===== config.mk =====
export PLATFORM = sky130hd
export DESIGN_NAME = ml_gate_gen
export DESIGN_NICKNAME = d
export VERILOG_FILES = /design/src/rtl/mlg_pkg.sv /design/src/rtl/mlg_phase_acc.sv /design/src/rtl/mlg_angle_bank.sv /design/src/rtl/mlg_level_cmp.sv /design/src/rtl/mlg_gate_map.sv /design/src/rtl/ml_gate_gen.sv
export SDC_FILE = /design/constraint.sdc
export NUM_CORES = 1
export LEC_CHECK = 0
export ABC_AREA = 1
export BUFFER_PORTS_ARGS = -buffer_cell sky130_fd_sc_hd__buf_4
export CAP_MARGIN = 20
export CORE_MARGIN = 5
export CORE_UTILIZATION = 40
export CTS_CLUSTER_SIZE = 14
export DETAILED_ROUTE_END_ITERATION = 10
export SLEW_MARGIN = 20
export SYNTH_ARGS = -nofsm -noshare
export SYNTH_HDL_FRONTEND = slang
export SYNTH_SLANG_ARGS = --single-unit
export TNS_END_PERCENT = 1

===== constraint.sdc =====
create_clock -name clk_i -period 4.5 [get_ports clk_i]
set_input_delay 0.45 -clock clk_i [delete_from_list [all_inputs] [get_ports clk_i]]
set_output_delay 0.45 -clock clk_i [all_outputs]
set_load 0.05 [all_outputs]

===== src/rtl/mlg_pkg.sv =====
package mlg_pkg;

    localparam int N_ANG   = 6;
    localparam int LVL_W   = 4;
    localparam int MAG_W   = 3;

    typedef struct packed {
        logic [3:0] hb;   // [0]=H1 [1]=H2 [2]=H3 [3]=H4
        logic [5:0] sw;   // [0]=S1 ... [5]=S6
    } gate_t;

    typedef enum logic [1:0] {
        HB_ZERO_POS = 2'd0,
        HB_ZERO_NEG = 2'd1,
        HB_DRIVE_POS = 2'd2,
        HB_DRIVE_NEG = 2'd3
    } hb_mode_e;

    // Level-stage switch pattern, bit 0 is S1
    function automatic logic [5:0] sw_pattern(input logic [MAG_W-1:0] mag);
        logic [5:0] p;
        case (mag)
            3'd1:    p = 6'b100110;
            3'd2:    p = 6'b010110;
            3'd3:    p = 6'b011010;
            3'd4:    p = 6'b100101;
            3'd5:    p = 6'b010101;
            3'd6:    p = 6'b011001;
            default: p = 6'b000000;
        endcase
        return p;
    endfunction

    function automatic logic [3:0] hb_pattern(input hb_mode_e m);
        logic [3:0] p;
        case (m)
            HB_ZERO_POS:  p = 4'b0101;
            HB_ZERO_NEG:  p = 4'b1010;
            HB_DRIVE_POS: p = 4'b1001;
            default:      p = 4'b0110;
        endcase
        return p;
    endfunction

    function automatic gate_t build_gates(input logic [MAG_W-1:0] mag, input logic neg);
        gate_t g;
        hb_mode_e m;
        if (mag == '0) m = neg ? HB_ZERO_NEG : HB_ZERO_POS;
        else           m = neg ? HB_DRIVE_NEG : HB_DRIVE_POS;
        g.sw = sw_pattern(mag);
        g.hb = hb_pattern(m);
        return g;
    endfunction

endpackage


===== src/rtl/mlg_phase_acc.sv =====
module mlg_phase_acc #(
    parameter int PHASE_W = 16
) (
    input  logic               clk_i,
    input  logic               rst_i,
    input  logic               en_i,
    input  logic [PHASE_W-1:0] inc_i,
    output logic [PHASE_W-1:0] acc_o,
    output logic               wrap_o
);
    logic [PHASE_W:0] sum;

    assign sum    = {1'b0, acc_o} + {1'b0, inc_i};
    assign wrap_o = en_i & sum[PHASE_W];

    always_ff @(posedge clk_i) begin
        if (rst_i || !en_i) acc_o <= '0;
        else                acc_o <= sum[PHASE_W-1:0];
    end
endmodule


===== src/rtl/mlg_angle_bank.sv =====
module mlg_angle_bank #(
    parameter int PHASE_W = 16,
    parameter int N       = 6
) (
    input  logic                 clk_i,
    input  logic                 rst_i,
    input  logic                 en_i,
    input  logic                 wrap_i,
    input  logic [N*PHASE_W-1:0] angles_i,
    output logic [N*PHASE_W-1:0] active_o
);
    logic load;
    assign load = rst_i | ~en_i | wrap_i;

    for (genvar k = 0; k < N; k++) begin : g_slot
        always_ff @(posedge clk_i) begin
            if (load) active_o[k*PHASE_W +: PHASE_W] <= angles_i[k*PHASE_W +: PHASE_W];
        end
    end
endmodule


===== src/rtl/mlg_level_cmp.sv =====
module mlg_level_cmp
    import mlg_pkg::*;
#(
    parameter int PHASE_W = 16
) (
    input  logic [PHASE_W-1:0]       acc_i,
    input  logic [N_ANG*PHASE_W-1:0] active_i,
    output logic [MAG_W-1:0]         mag_o,
    output logic                     neg_o
);
    localparam int H_W = PHASE_W - 1;
    localparam logic [PHASE_W-1:0] QUARTER = PHASE_W'(1) << (PHASE_W - 2);
    localparam logic [PHASE_W-1:0] HALF    = PHASE_W'(1) << (PHASE_W - 1);

    logic [PHASE_W-1:0] half_pos;
    logic [PHASE_W-1:0] folded;
    logic [N_ANG-1:0]   passed;

    assign neg_o    = acc_i[PHASE_W-1];
    assign half_pos = {1'b0, acc_i[H_W-1:0]};
    assign folded   = (half_pos < QUARTER) ? half_pos : (HALF - half_pos);

    for (genvar k = 0; k < N_ANG; k++) begin : g_cmp
        assign passed[k] = folded >= active_i[k*PHASE_W +: PHASE_W];
    end

    always_comb begin
        mag_o = '0;
        for (int k = 0; k < N_ANG; k++) mag_o = mag_o + MAG_W'(passed[k]);
    end
endmodule


===== src/rtl/mlg_gate_map.sv =====
module mlg_gate_map
    import mlg_pkg::*;
(
    input  logic                    clk_i,
    input  logic                    rst_i,
    input  logic                    en_i,
    input  logic [MAG_W-1:0]        mag_i,
    input  logic                    neg_i,
    output gate_t                   gate_o,
    output logic signed [LVL_W-1:0] lvl_o
);
    logic signed [LVL_W-1:0] lvl_d;
    assign lvl_d = neg_i ? -$signed({1'b0, mag_i}) : $signed({1'b0, mag_i});

    always_ff @(posedge clk_i) begin
        if (rst_i || !en_i) begin
            gate_o <= build_gates('0, 1'b0);
            lvl_o  <= '0;
        end else begin
            gate_o <= build_gates(mag_i, neg_i);
            lvl_o  <= lvl_d;
        end
    end
endmodule


===== src/rtl/ml_gate_gen.sv =====
module ml_gate_gen
    import mlg_pkg::*;
#(
    parameter int PHASE_W = 16
) (
    input  logic                       clk_i,
    input  logic                       rst_i,
    input  logic                       en_i,
    input  logic [PHASE_W-1:0]         inc_i,
    input  logic [N_ANG*PHASE_W-1:0]   angles_i,
    output logic [9:0]                 gate_o,
    output logic signed [LVL_W-1:0]    lvl_o
);
    logic [PHASE_W-1:0]       acc;
    logic                     wrap;
    logic [N_ANG*PHASE_W-1:0] active;
    logic [MAG_W-1:0]         mag;
    logic                     neg;
    gate_t                    gates;

    mlg_phase_acc #(.PHASE_W(PHASE_W)) u_acc (
        .clk_i(clk_i), .rst_i(rst_i), .en_i(en_i), .inc_i(inc_i),
        .acc_o(acc), .wrap_o(wrap)
    );

    mlg_angle_bank #(.PHASE_W(PHASE_W), .N(N_ANG)) u_bank (
        .clk_i(clk_i), .rst_i(rst_i), .en_i(en_i), .wrap_i(wrap),
        .angles_i(angles_i), .active_o(active)
    );

    mlg_level_cmp #(.PHASE_W(PHASE_W)) u_cmp (
        .acc_i(acc), .active_i(active), .mag_o(mag), .neg_o(neg)
    );

    mlg_gate_map u_map (
        .clk_i(clk_i), .rst_i(rst_i), .en_i(en_i), .mag_i(mag), .neg_i(neg),
        .gate_o(gates), .lvl_o(lvl_o)
    );

    assign gate_o = gates;
endmodule


==> flow_metrics.py <==
metrics = {
    "status": {
        "status": "complete, but fails checks",
        "violations": "setup timing",
    },
    "timing": {
        "slew_headroom_pct": 60.6,
        "worstMarginPinSlew_ns": 0.592,
        "finalWorstSetupSlack_ns": -0.225,
        "clock_skew_ns": 0.00960,
        "setup_viol": 11,
        "period_share_pct": 105,
        "setup_tns_ns": -1.46,
        "slew_violations": 0,
        "final_hold_viol_count": 0,
        "fmax_mhz": 212,
        "holdWs_ns": 0.195,
        "finalCriticalPeriod_ns": 4.72,
        "rsz0062_at_grt": "true",
    },
    "critical_path": {
        "crit_path_end": "u_map.gate_o[5]",
        "r2r_end": "u_map.gate_o[5]",
        "crit_path_end_kind": "flip-flop",
        "reg2regPathDepth": 27,
        "cp.arrival_ns": 5.04,
        "path_depth": 27,
        "cp_slowest_cell": "fa_1",
        "path_class": "reg2reg",
        "cp.required_ns": 4.82,
        "worstPathMaxFanout": 4,
        "slowest_delay_ns": 0.48,
        "crit_top_cell": "inv_2",
        "r2r-start": "u_acc.acc_o[1]",
        "start_kind": "flip-flop",
        "path_buf_inv": 7,
        "rrSetupSlack_ns": -0.22,
        "crit_family": "adder cells",
        "crit_start": "u_acc.acc_o[1]",
    },
    "clock_tree": {
        "cts_sinks": 126,
        "hold_buffers": 0,
        "clk_pin_slew_ns": 0.06,
        "clk_latency_ns": 0.43,
        "cts_tree": "built",
        "clockBufferDepth": 2,
        "cts-buffers-inserted": 17,
        "cts-root-buf": "clkbuf_16",
        "htree_levels": 4,
    },
    "placement": {
        "post_dp_cell_area_mm2": 0.00951,
        "dp_slack_ns": -0.524,
        "gp_congestion": 0.847,
        "dp_hpwl_um": 14300,
        "numPortBuffers": 128,
    },
    "final_layout": {
        "finalNetCount": 1324,
        "area_growth_pct": 34.5,
        "n_antenna_cell": 0,
        "design_area_mm2": 0.0104,
        "final_util_pct": 55.1,
        "fillCellCount": 1722,
        "drive_gt1_share_pct": 25.8,
    },
    "detailed_routing": {
        "drt_iter0_markers": 266,
        "drc": 0,
        "wl_per_cell_um": 13.6,
        "drt_first_pass_iters": 5,
        "drt-total-wl_um": 18500,
        "vias": 6097,
        "antenna_left": 0,
        "viasPerCell": 4.49,
    },
    "grt": {
        "antenna_found_initial": 0,
        "grt_pass1_vias": 6203,
        "grt_pass1_wl_um": 29500,
        "overflow": 0,
        "grt_max_degree": 97,
        "grtUsageTotal_pct": 17.3,
    },
    "run": {
        "max_cap_violations": 0,
    },
    "synthesis": {
        "ys_seq_area_share_pct": 45.1,
        "synth_warnings": 0,
        "syn-mean-instance-area_um2": 8.86,
        "synth_area_mm2": 0.00772,
        "synthCells": 871,
        "ys_ff_latch": 126,
        "yosysUniqueCellTypes": 33,
    },
    "floorplanning": {
        "start_util_pct": 41.0,
        "fp-row-count": 50,
        "fp.coreArea_mm2": 0.0188,
        "die_h_um": 149,
        "die_w_um": 149,
        "dieArea_mm2": 0.0222,
        "num_io_pins": 129,
    },
    "min_path": {
        "worstHoldPathType": "in2reg",
    },
    "pwr": {
        "vdd_ir_drop_max_uv": 304,
        "powerDensity_mw_per_mm2": 386,
        "power.leakage_nw": 5.50,
    },
}
-- layout make-up --
cell class | instances | area, µm² | share of cell area [%]
Timing Repair Buffer | 193 | 1470 | 14.1
Tap cell | 260 | 325 | 3.13
Sequential cell | 126 | 3490 | 33.6
Clock buffer | 17 | 425 | 4.10
Clock inverter | 15 | 163 | 1.57
Multi-Input combinational cell | 552 | 3780 | 36.4
Inverter | 195 | 737 | 7.10
-- metrics by stage --
stage	std cells	total power, mW
final	1358	4.01
after global routing	1358	4.27
after CTS	1355	4.00
after detailed placement	1317	2.52
after global placement	1317	2.50
after floorplan	876	2.10
-- kinds of logic (layout without fill, tap and decap cells) --
family	Yosys count	in the layout	share of synthesized area, %
buf+inv	198	420	9.68
compound gates	99	99	6.90
flops	126	126	45.1
fa+ha+maj	124	124	20.5
xor+xnor	10	10	1.13
other cells	1	6	0.0486
simple gates	313	313	16.6
-- sequential cells by signal, summed over array words and instances, names as in the netlist --
register         cells
u_bank.active_o     96
u_acc.acc_o         16
u_map.gate_o        10
u_map.lvl_o          4
-- placed cells by master (no fill, tap or decap), drive strengths merged, types with 2 or more instances in the layout --
| cell | count |
|---|---|
| nor2 | 83 |
| o21ai | 33 |
| o21a | 4 |
| fa | 4 |
| ha | 120 |
| nor4b | 4 |
| nor3 | 10 |
| xor2 | 6 |
| a21o | 6 |
| clkinvlp | 6 |
| conb | 6 |
| dfxtp | 30 |
| nand2 | 190 |
| buf | 193 |
| clkinv | 2 |
| nand4 | 4 |
| clkbuf | 17 |
| bufinv | 2 |
| inv | 200 |
| nand3 | 20 |
| a21oi | 52 |
| edfxtp | 96 |
| xnor2 | 4 |
-- cell usage after synthesis (all sizes together) --
cell | number | share of area, %
xor2 | 6 | 0.68
buf | 3 | 0.19
nand2 | 190 | 9.3
inv | 195 | 9.5
a211oi | 1 | 0.097
nand3 | 20 | 1.4
nand4 | 4 | 0.32
a31oi | 1 | 0.081
xnor2 | 4 | 0.45
nand3b | 1 | 0.097
o21a | 4 | 0.39
or2 | 1 | 0.081
conb | 1 | 0.049
ha | 120 | 19
nor3 | 10 | 0.78
dfxtp | 30 | 7.8
nor2 | 83 | 4.2
edfxtp | 96 | 37
nor4b | 4 | 0.45
o21ai | 33 | 2.2
o211ai | 1 | 0.097
a21oi | 52 | 3.4
a21o | 6 | 0.58
fa | 4 | 1.0
a22oi | 1 | 0.097
-- what timing repair did --
item / in CTS / in global routing
pin swaps: 27 / 21
setup endpoints to repair: 13 / 13
gates resized for setup: 35 / 12
buffers inserted: 6 / 3
-- worst min-delay path by stage --
stage | start | to | slack [ns] | cells after the start
finish | angles_i[77] | u_bank.active_o[77] | 0.20 | 1
global route | angles_i[14] | u_bank.active_o[14] | 0.17 | 1
CTS | angles_i[14] | u_bank.active_o[14] | 0.17 | 1
detailed placement | u_acc.acc_o[15] | u_map.lvl_o[1] | 0.61 | 3
global placement | u_acc.acc_o[15] | u_map.lvl_o[1] | 0.59 | 3
floorplan | u_acc.acc_o[15] | u_map.lvl_o[1] | 0.54 | 3
-- layer usage --
metal	global-route usage (%)	vias up	wire length (µm)
met5	0	-	0
met4	5.58	0	310
met1	20.3	2736	8000
met2	30.8	109	9370
met3	4.35	27	786
li1	-	3225	-
-- power breakdown --
part | leakage [nW] | switching, mW | total [mW] | internal (mW)
Clock | 0.271 | 0.560 | 1.38 | 0.822
Combinational | 4.00 | 0.685 | 1.23 | 0.542
Sequential | 1.23 | 0.0361 | 1.40 | 1.37
No activity file was read; power rests on OpenSTA's default activity.
